`src/rtl/cfwd_pkg.sv`:
```
package cfwd_pkg;

  typedef struct packed {
    logic valid;
    logic wr;
    logic fwd_ok;
  } ex_slot_t;

  // condition value is available at the end of execute and may bypass
  function automatic logic fwd_eligible(logic wr, logic in_ex, logic rec, logic mul);
    return wr & in_ex & ~rec & ~mul;
  endfunction

  // writer whose value only lands in the architected copy at writeback
  function automatic logic wb_only(logic wr, logic in_ex, logic rec, logic mul);
    return wr & ~fwd_eligible(wr, in_ex, rec, mul);
  endfunction

endpackage

```
`src/rtl/cfwd_track.sv`:
```
module cfwd_track
  import cfwd_pkg::*;
(
  input  logic     clk,
  input  logic     rst_n,
  input  logic     flush,
  input  logic     issue,
  input  logic     wr,
  input  logic     fwd_ok,
  output ex_slot_t slot
);

  always_ff @(posedge clk) begin
    if (!rst_n || flush) begin
      slot <= '0;
    end else if (issue) begin
      slot.valid  <= 1'b1;
      slot.wr     <= wr;
      slot.fwd_ok <= fwd_ok;
    end else begin
      slot <= '0;
    end
  end

  a_r7_idle_leaves_slot_empty: assert property (@(posedge clk) disable iff (!rst_n)
    !issue |=> !slot.valid);

  a_r6_flush_empties_slot: assert property (@(posedge clk) disable iff (!rst_n)
    flush |=> !slot.valid);

endmodule

```
`src/rtl/cfwd_pend.sv`:
```
module cfwd_pend #(
  parameter int MAX_PEND = 2
) (
  input  logic clk,
  input  logic rst_n,
  input  logic flush,
  input  logic inc,
  input  logic dec,
  output logic busy,
  output logic full
);

  localparam int CNT_W = $clog2(MAX_PEND + 1);
  localparam logic [CNT_W-1:0] CNT_MAX = CNT_W'(MAX_PEND);

  logic [CNT_W-1:0] cnt;
  logic             retire;

  assign retire = dec && (cnt != '0);
  assign busy   = (cnt != '0);
  assign full   = (cnt == CNT_MAX);

  always_ff @(posedge clk) begin
    if (!rst_n || flush) cnt <= '0;
    else                 cnt <= cnt + CNT_W'(inc) - CNT_W'(retire);
  end

  a_r8_no_overflow: assert property (@(posedge clk) disable iff (!rst_n)
    cnt <= CNT_MAX);

  a_r9_last_retire_clears: assert property (@(posedge clk) disable iff (!rst_n)
    (dec && cnt == CNT_W'(1) && !inc) |=> !busy);

  a_r6_flush_clears_count: assert property (@(posedge clk) disable iff (!rst_n)
    flush |=> !busy);

endmodule

```
`src/rtl/cfwd_sel.sv`:
```
module cfwd_sel
  import cfwd_pkg::*;
#(
  parameter int W = 32
) (
  input  ex_slot_t       slot,
  input  logic           pend_busy,
  input  logic           flush,
  input  logic [W-1:0]   ex_val,
  input  logic [W-1:0]   arch_val,
  output logic           fwd_sel,
  output logic [W-1:0]   opnd
);

  assign fwd_sel = slot.valid & slot.wr & slot.fwd_ok & ~pend_busy & ~flush;
  assign opnd    = fwd_sel ? ex_val : arch_val;

endmodule

```
`src/rtl/cond_fwd_unit.sv`:
```
module cond_fwd_unit
  import cfwd_pkg::*;
#(
  parameter int W        = 32,
  parameter int MAX_PEND = 2
) (
  input  logic         clk,
  input  logic         rst_n,
  input  logic         flush_i,
  input  logic         dec_valid_i,
  input  logic         dec_rd_cond_i,
  input  logic         dec_wr_cond_i,
  input  logic         dec_ex_cond_i,
  input  logic         dec_record_i,
  input  logic         dec_mul_i,
  input  logic         wb_done_i,
  input  logic [W-1:0] ex_cond_i,
  input  logic [W-1:0] arch_cond_i,
  output logic [W-1:0] cond_opnd_o,
  output logic         stall_o
);

  ex_slot_t slot;
  logic     dec_fwd_ok;
  logic     dec_wb_only;
  logic     pend_busy;
  logic     pend_full;
  logic     issue;
  logic     issue_fwd;
  logic     fwd_sel;

  assign dec_fwd_ok  = fwd_eligible(dec_wr_cond_i, dec_ex_cond_i, dec_record_i, dec_mul_i);
  assign dec_wb_only = wb_only(dec_wr_cond_i, dec_ex_cond_i, dec_record_i, dec_mul_i);

  assign stall_o   = ~flush_i & dec_valid_i &
                     ((dec_rd_cond_i & pend_busy) | (dec_wb_only & pend_full));
  assign issue     = dec_valid_i & ~stall_o & ~flush_i;
  assign issue_fwd = issue & dec_fwd_ok;

  cfwd_track u_track (
    .clk    (clk),
    .rst_n  (rst_n),
    .flush  (flush_i),
    .issue  (issue),
    .wr     (dec_wr_cond_i),
    .fwd_ok (dec_fwd_ok),
    .slot   (slot)
  );

  cfwd_pend #(.MAX_PEND(MAX_PEND)) u_pend (
    .clk   (clk),
    .rst_n (rst_n),
    .flush (flush_i),
    .inc   (issue & dec_wb_only),
    .dec   (wb_done_i),
    .busy  (pend_busy),
    .full  (pend_full)
  );

  cfwd_sel #(.W(W)) u_sel (
    .slot      (slot),
    .pend_busy (pend_busy),
    .flush     (flush_i),
    .ex_val    (ex_cond_i),
    .arch_val  (arch_cond_i),
    .fwd_sel   (fwd_sel),
    .opnd      (cond_opnd_o)
  );

  a_r1_forward_next: assert property (@(posedge clk) disable iff (!rst_n)
    ($past(rst_n) && $past(issue_fwd) && !pend_busy && !flush_i) |-> cond_opnd_o == ex_cond_i);

  a_r2_no_fwd_while_pending: assert property (@(posedge clk) disable iff (!rst_n)
    pend_busy |-> cond_opnd_o == arch_cond_i);

  a_r3_mul_never_forwarded: assert property (@(posedge clk) disable iff (!rst_n)
    (issue && dec_mul_i) |=> !fwd_sel);

  a_r6_flush_no_stall: assert property (@(posedge clk) disable iff (!rst_n)
    flush_i |-> (!stall_o && cond_opnd_o == arch_cond_i));

  a_r7_invalid_no_stall: assert property (@(posedge clk) disable iff (!rst_n)
    !dec_valid_i |-> !stall_o);

endmodule

```
`config.mk`:
```
export PLATFORM = sky130hd
export DESIGN_NAME = cond_fwd_unit
export DESIGN_NICKNAME = d
export VERILOG_FILES = /design/src/rtl/cfwd_pkg.sv /design/src/rtl/cfwd_track.sv /design/src/rtl/cfwd_pend.sv /design/src/rtl/cfwd_sel.sv /design/src/rtl/cond_fwd_unit.sv
export SDC_FILE = /design/constraint.sdc
export NUM_CORES = 1
export LEC_CHECK = 0
export ABC_AREA = 1
export BUFFER_PORTS_ARGS = -buffer_cell sky130_fd_sc_hd__buf_4
export CAP_MARGIN = 5
export CORE_MARGIN = 2
export CORE_UTILIZATION = 28
export CTS_CLUSTER_SIZE = 24
export DETAILED_ROUTE_END_ITERATION = 6
export PLACE_DENSITY = 0.77
export SYNTH_ARGS = -nofsm -noshare
export SYNTH_HDL_FRONTEND = slang
export SYNTH_SLANG_ARGS = --single-unit
export TNS_END_PERCENT = 5
```
`constraint.sdc`:
```
create_clock -name clk -period 1.75 [get_ports clk]
set_clock_uncertainty 0.2 [all_clocks]
set_input_delay 0 -clock clk [delete_from_list [all_inputs] [get_ports clk]]
set_output_delay 0 -clock clk [all_outputs]
set_load 0.05 [all_outputs]
```
==> out/results.txt, run 1 <==
Total GRT Usage -> 19.1%
Top-Level Pins -> 107
Worst-Margin Slew -> 321 ps
DIE HEIGHT -> 56.7 µm
ant diodes -> 0
Mean Syn Cell Area -> 5.40 µm²
DR iter-0 viols -> 47
TritonCTS clock tree -> yes
Core Region -> 2690 µm²
r2r setup slk -> -90 ps
largest net degree at the start of global routing -> 33
Synth Cell Area -> 778 µm²
Clock Path Buffers -> 2
critical path class -> reg2reg
FF-to-FF path depth -> 8
leakage power -> 1.05 nW
worst r2r src -> u_pend.cnt[0]$_SDFF_PP0_
WP data required -> 1720 ps
startpoint types -> flip-flop
PD cells -> 375 nW/µm²
pre-CTS setup slack -> -99.8 ps
routability cong. -> 0.796
DRC -> 0
Worst-path clk slew -> 40 ps
Post-Synthesis Cells -> 144
vias per cell -> 4.49
first-pass GRT wire length -> 5010 µm
Finished Core Util -> 68.5%
Die W -> 56.7 µm
Peak supply drop -> 0.000363 V
Post-synth top cells -> 69 x nand2_1, 34 x nand3_1, 7 x inv_1
CTS H-tree depth -> 1
failing checks -> setup timing
clk_lat worst skew -> 240 ps
fmax -> 544 MHz
final setup fails -> 31
share of cells above drive strength 1 -> 48.6%
placed cells -> 279
IO Port Bufs -> 106
Synth Flop Type -> dfxtp_1
Worst Setup SP -> u_pend.cnt[0]$_SDFF_PP0_
max-slew violations -> 0
final worst slack -> -89.2 ps
count of cell types in the netlist -> 18
antenna viol nets, final -> 0
initial antenna violation count -> 0
CP max FO -> 3
Detail Placement HPWL -> 2190 µm
row count -> 19
Nets -> 336
Hold Crit Class -> in2reg
number of synthesized flops with an enable pin -> 0
Max-slew headroom -> 78.6%
Layout area overhead -> 136%
vias in the first global route -> 1214
detailed-route via count -> 1302
Post-synth ARST share -> 0%
CP endpoint -> u_pend.cnt[1]$_SDFF_PP0_
min Tclk post-route -> 1840 ps
cell with the most instances after synthesis -> nand2_1
ranking of synthesized cells by area -> nand2_1 33%, nand3_1 22%, dfxtp_1 13%, buf_6 8.7%, inv_1 3.4%
routed len/inst -> 10.8 µm
first drt pass iteration count -> 6
clock root buffer -> clkbuf_4
initial core utilization -> 29.0%
maxcap violations -> 0
status -> finished with violations
CP Capture Type -> flip-flop
RR Endpoint -> u_pend.cnt[1]$_SDFF_PP0_
Tcrit/Tclk final -> 105%
Die ar. -> 3220 µm²
final hold violations -> 0
RSZ-0062 raised after global routing -> true
Arr. time, crit path -> 1810 ps
Synth area leader -> nand2_1
Synth top area share -> 33.3%
Seq/Total Area, Yosys -> 12.9%
Post-Route WL -> 3140 µm
GR Overflow Total -> 0
Clock Sinks -> 5
FF+latch count, synth -> 5
CTS Buf Count -> 3
Mapped Nets -> 220
synth warn -> 0
post-route non-filler standard cell count -> 290
## metal layers
layer	share of wire (%)	wire length, µm	track usage (%)
met1	36	1140	18.6
met2	53	1670	37.5
met4	0.45	14	7.48
met5	0	0	0
met3	10	313	4.84
## worst max-delay path: stages, from the launching register on
cell and delay (ps):
dfxtp_1 300, or2_4 260, nand2_4 70, nand4_1 110, ha_1 290, inv_1 40
ha_2 160, or2_1 230, a21oi_2 110
## worst min path at each step
stage / to / depth (start not counted) / start / slack (ps)
6_report: u_track.slot[0]$_SDFF_PP0_ / 5 / dec_wr_cond_i / 110
5_1_grt: u_track.slot[0]$_SDFF_PP0_ / 5 / dec_wr_cond_i / 130
4_1_cts: u_track.slot[0]$_SDFF_PP0_ / 5 / dec_wr_cond_i / 80
3_5_place_dp: u_track.slot[1]$_SDFF_PP0_ / 3 / dec_wr_cond_i / 60
3_3_place_gp: u_track.slot[1]$_SDFF_PP0_ / 3 / dec_wr_cond_i / 60
2_1_floorplan: u_track.slot[1]$_SDFF_PP0_ / 2 / dec_wr_cond_i / -60
## where the power goes
| group | total [W] | switching (W) | internal (W) |
|---|---|---|---|
| Combinational | 0.000441 | 0.000230 | 0.000211 |
| Clock | 0.000131 | 0.0000446 | 0.0000860 |
| Sequential | 0.000118 | 0.000000967 | 0.000117 |
| Total | 0.000690 | 0.000276 | 0.000414 |
## per-stage QoR
stage          setup TNS (ps)  hold slack [ps]  total power (W)  area (µm²)
3_5_place_dp            -99.8             59.8         0.000518        1610
2_1_floorplan           -77.0            -65.0         0.000319         778
3_3_place_gp            -46.9             56.5         0.000515        1610
5_1_grt                 -3320              129         0.000725        1840
4_1_cts                 -1340             76.4         0.000687        1810
6_report                 -424              109         0.000690        1840
## flip-flops by register name, summed over array words and instances, names as in the netlist
name          flops
u_pend.cnt        2
u_track.slot      3
## area by class of cell
type                       instances  area (µm²)
tap                               31        38.8
sequential                         5         101
timing repair buffer             120        1050
multi-input combinational        122         592
inverter                           8        30.0
fill                             239         847
clock buffer                       4        26.3
## timing repair
action | CTS | global route
buffers inserted | 1 | 1
cloned | 0 | 0
endpoints found under the setup margin | 33 | 34
pin swaps | 11 | 18
resized for setup | 29 | 8
hold endpoints to repair | 5 | 0
hold buffers | 5 | 0
## kinds of logic (layout without fill, tap and decap cells)
group | count (synthesis) | in the layout | share of synthesized area [%]
adder cells (fa/ha/maj) | 2 | 2 | 3.21
XOR/XNOR | 1 | 1 | 1.13
AO/OA/AOI/OAI | 4 | 4 | 3.22
flip-flops | 5 | 5 | 12.9
AND/OR/NAND/NOR | 115 | 115 | 65.6
buffers and inverters | 17 | 132 | 14.0
## placed cells by master (no fill, tap or decap), drive strengths merged
master,instances
a21boi,1
a21oi,2
buf,115
clkbuf,4
dfxtp,5
dlygate4sd3,5
ha,2
inv,8
nand2,70
nand3,34
nand4,2
nor2,7
o21a,1
or2,2
xnor2,1
No activity file was read; power rests on OpenSTA's default activity.
==> run 2, diff against run 1 <==
Settings changed: CORE_UTILIZATION 28 to 33, PLACE_DENSITY 0.77 to 0.86, SKIP_LAST_GASP set to 1.
Clock period 1.75 ns to 2.2 ns, I/O delays scaled along.
==> out/results.txt, run 2 (synthesis results as in run 1) <==
Finished Core Util -> 75.8%
Arr. time, crit path -> 2110 ps
antenna viol nets, final -> 0
maxcap violations -> 0
clk_lat worst skew -> 250 ps
Die ar. -> 2760 µm²
r2r setup slk -> 240 ps
TritonCTS clock tree -> yes
status -> completed
WP data required -> 2190 ps
vias per cell -> 4.73
vias in the first global route -> 1193
met2 Use GR -> 46.3%
Peak supply drop -> 0.000350 V
initial core utilization -> 35.2%
final setup fails -> 0
Layout area overhead -> 115%
Top-Level Pins -> 107
Clock Path Buffers -> 2
Top reg by flops -> u_track.slot
ant diodes -> 0
Total GRT Usage -> 23.6%
commonest non-fill, non-tap cell in the layout -> buf_4
pre-CTS setup slack -> 277 ps
share of cells above drive strength 1 -> 45.5%
fmax -> 471 MHz
routability cong. -> 0.810
Clock Sinks -> 5
IO Port Bufs -> 106
CP Capture Type -> flip-flop
min Tclk post-route -> 2120 ps
max-slew violations -> 0
Die W -> 52.6 µm
Detail Placement HPWL -> 2260 µm
CTS Buf Count -> 3
row count -> 17
startpoint types -> input port
Worst path max stage delay -> 570 ps
initial antenna violation count -> 0
final hold violations -> 0
detailed-route via count -> 1348
largest net degree at the start of global routing -> 33
Worst-Margin Slew -> 370 ps
Tcrit/Tclk final -> 96.5%
largest delay contributor family on the critical path -> buffers and inverters
Buf/Inv on CP -> 4
DIE HEIGHT -> 52.6 µm
Nets -> 334
GR Overflow Total -> 0
critical path class -> in2reg
first-pass GRT wire length -> 4960 µm
placed cells -> 271
grt met3 use -> 5.14%
routed len/inst -> 11.4 µm
final worst slack -> 77.0 ps
most used cell, CP -> dlygate4sd3_1
Max-slew headroom -> 75.3%
Largest regs -> u_track.slot (3), u_pend.cnt (2)
post-route non-filler standard cell count -> 285
Hold Crit Class -> in2reg
DR iter-0 viols -> 17
Core Region -> 2210 µm²
DRC -> 0
most used routing layer -> met2
Final Total Pwr -> 0.000530 W
slowest stage cell, crit path -> dlygate4sd3_1
Global Route met1 Usage -> 24.2%
worst path cell trace -> dlygate4sd3_1, buf_4, nor2_2, nand2_2, dlygate4sd3_1, nor2_1, dlygate4sd3_1
clock root buffer -> clkbuf_4
Post-Route WL -> 3260 µm
max reg flops -> 3
most frequent cells in the layout -> 108 x buf_4, 68 x nand2_1, 34 x nand3_1, 10 x dlygate4sd3_1, 7 x inv_1
Worst-path clk slew -> 50 ps
leakage power -> 0.993 nW
PD cells -> 316 nW/µm²
CTS H-tree depth -> 1
first drt pass iteration count -> 4
CP max FO -> 2
[run 2: layer usage]
| layer | part of all wire [%] | routed length (µm) |
|---|---|---|
| met5 | 0 | 0 |
| met4 | 1.8 | 59 |
| met3 | 9.1 | 298 |
| met2 | 53 | 1730 |
| met1 | 36 | 1170 |
[run 2: area by class of cell]
type / instances / area [µm²]
fill: 180 / 536
timing repair buffer: 118 / 911
multi-input combinational: 122 / 574
inverter: 8 / 30.0
clock buffer: 4 / 26.3
sequential: 5 / 100
tap: 28 / 35.0
[run 2: tightest hold or removal path, delay by kind of cell]
kind | cells | cell delay, ps
adders and majority gates | 1 | 150
buffers and inverters | 1 | 80
AOI/OAI and AO/OA | 2 | 170
and+or+nand+nor | 1 | 60
xor gates and xnor gates | 1 | 80
[run 2: what timing repair did]
action / CTS / global route
hold buffers: 10 / 0
buffers inserted: 0 / 0
setup endpoints to repair: 0 / 1
endpoints found under the hold margin: 5 / 0
gates resized for setup: 0 / 2
[run 2: path summary, 6_finish.rpt]
check	start	end	cells past startpoint
worst max-delay path	dec_mul_i	u_track.slot[0]$_SDFF_PP0_	7
worst min-delay path	wb_done_i	u_pend.cnt[1]$_SDFF_PP0_	6
worst max register to register	u_pend.cnt[0]$_SDFF_PP0_	u_pend.cnt[1]$_SDFF_PP0_	8
worst min register to register	u_pend.cnt[1]$_SDFF_PP0_	u_pend.cnt[1]$_SDFF_PP0_	3
[run 2: through the flow]
stage	cell area, µm²	hold slack [ps]	setup TNS, ps
after floorplan	778	-65.0	0
after global placement	1550	58.2	0
after detailed placement	1550	61.5	0
after CTS	1670	134	0
after global routing	1680	157	-17.4
final	1680	132	0
[run 2: where the power goes]
part,internal (W),switching [W]
Sequential,0.0000932,0.00000123
Clock,0.0000687,0.0000406
Combinational,0.000148,0.000178
==> run 3, diff against run 2 <==
Settings changed: CORE_ASPECT_RATIO set to 1.4.
==> out/results.txt, run 3 (synthesis results as in run 1) <==
CTS H-tree depth -> 1
critical path class -> in2reg
RSZ-0062 raised after global routing -> false
Clk pwr share -> 21.4%
internal power -> 0.000309 W
CP endpoint -> u_track.slot[0]$_SDFF_PP0_
DR iter-0 viols -> 22
max reg flops -> 3
slowest stage cell, crit path -> dlygate4sd3_1
Peak supply drop -> 0.000256 V
ant diodes -> 0
most frequent cells in the layout -> 109 x buf_4, 69 x nand2_1, 34 x nand3_1, 9 x dlygate4sd3_1, 7 x inv_1
RR Endpoint -> u_pend.cnt[1]$_SDFF_PP0_
share of cells above drive strength 1 -> 45.5%
Setup Total Neg Slack -> 0 ps
vias per cell -> 4.77
Top-Level Pins -> 107
Top reg by flops -> u_track.slot
commonest non-fill, non-tap cell in the layout -> buf_4
vias in the first global route -> 1183
Worst-Margin Slew -> 329 ps
pre-CTS setup slack -> 308 ps
status -> completed
Crit path depth -> 7
routed len/inst -> 11.1 µm
row count -> 20
fillers -> 172
Max-slew headroom -> 78.0%
CP Capture Type -> flip-flop
clock root buffer -> clkbuf_4
final setup fails -> 0
Arr. time, crit path -> 2050 ps
CTS Buf Count -> 3
Detail Placement HPWL -> 2260 µm
combinational power share -> 60.7%
first-pass GRT wire length -> 4490 µm
DIE HEIGHT -> 61.5 µm
WP data required -> 2200 ps
post-CTS setup buffers -> 0
worst path cell trace -> dlygate4sd3_1, buf_4, nor2_2, nand2_1, dlygate4sd3_1, nor2_1, dlygate4sd3_1
Cell Area, Placed -> 1550 µm²
largest delay contributor family on the critical path -> buffers and inverters
Finished Core Util -> 75.6%
Layout area overhead -> 114%
clk_lat worst skew -> 250 ps
most used cell, CP -> dlygate4sd3_1
routability cong. -> 0.748
final worst slack -> 144 ps
Clock Path Buffers -> 2
TritonCTS clock tree -> yes
net switching power -> 0.000222 W
Nets -> 334
switch share -> 41.8%
maxcap violations -> 0
IO Port Bufs -> 106
leakage power -> 0.993 nW
final hold violations -> 0
Largest regs -> u_track.slot (3), u_pend.cnt (2)
GR Overflow Total -> 0
worst r2r src -> u_pend.cnt[0]$_SDFF_PP0_
min Tclk post-route -> 2060 ps
initial antenna violation count -> 0
Final Total Pwr -> 0.000530 W
Clock Sinks -> 5
fmax -> 486 MHz
Worst-path clk slew -> 50 ps
post-route cell area -> 1660 µm²
Die ar. -> 2770 µm²
r2r setup slk -> 220 ps
antenna viol nets, final -> 0
initial core utilization -> 35.3%
Buf/Inv on CP -> 4
Tcrit/Tclk final -> 93.4%
PD cells -> 319 nW/µm²
largest net degree at the start of global routing -> 33
CP max FO -> 2
detailed-route via count -> 1331
startpoint types -> input port
first drt pass iteration count -> 5
Post-Route WL -> 3090 µm
Die W -> 45.0 µm
DRC -> 0
Hold Crit Class -> in2reg
Worst path max stage delay -> 560 ps
part of the power in registers -> 17.8%
Total GRT Usage -> 21.4%
FF-to-FF path depth -> 8
Core Region -> 2200 µm²
Worst Setup SP -> dec_mul_i
max-slew violations -> 0
run 3: worst min-delay path by stage:
stage	from	end	slack [ps]	depth (start not counted)
global placement	dec_wr_cond_i	u_track.slot[1]$_SDFF_PP0_	60	3
CTS	wb_done_i	u_pend.cnt[1]$_SDFF_PP0_	130	6
global route	arch_cond_i[17]	cond_opnd_o[17]	160	4
floorplan	dec_wr_cond_i	u_track.slot[1]$_SDFF_PP0_	-60	2
finish	wb_done_i	u_pend.cnt[1]$_SDFF_PP0_	120	6
detailed placement	dec_wr_cond_i	u_track.slot[1]$_SDFF_PP0_	60	3
run 3: metal layers:
layer / vias up / GRT usage (%) / share of wire, %
li1: 685 / - / -
met1: 570 / 19.2 / 33
met2: 69 / 41.8 / 55
met3: 7 / 5.87 / 10
met4: 0 / 11.3 / 1.8
met5: - / 0 / 0
run 3: stage by stage:
stage | hold WS (ps) | cells
6_report | 125 | 279
5_1_grt | 162 | 279
4_1_cts | 126 | 279
3_5_place_dp | 58.9 | 266
3_3_place_gp | 56.5 | 266
2_1_floorplan | -65.0 | 144
run 3: final cells by class:
class,count,area [µm²],share of cell area (%)
clock buffers,4,26.3,1.58
inverters,8,30.0,1.80
multi-input cells,122,572,34.4
flip-flops and latches,5,100,6.02
well taps,22,27.5,1.65
repair buffers,118,908,54.6
run 3: timing repair:
| item | 4_1_cts | 5_1_grt |
|---|---|---|
| hold buffers | 9 | 0 |
| gates resized for setup | 0 | 1 |
| endpoints found under the setup margin | 0 | 1 |
| endpoints found under the hold margin | 5 | 0 |
run 3: worst reg2reg max path: cells and delay by family (launching register included):
kind | cells | cell delay, ps
buffers and inverters | 1 | 50
adder cells (fa/ha/maj) | 2 | 480
AO/OA/AOI/OAI | 1 | 110
flip-flops | 1 | 350
AND/OR/NAND/NOR | 4 | 730
run 3: power groups by stage:
stage / sequential [W] / clock [W] / combinational (W)
final: 0.0000945 / 0.000114 / 0.000322
after global routing: 0.0000946 / 0.000118 / 0.000342
after CTS: 0.0000943 / 0.000114 / 0.000321
after detailed placement: 0.0000960 / 0 / 0.000311
after global placement: 0.0000959 / 0 / 0.000308
after floorplan: 0.0000957 / 0 / 0.000158
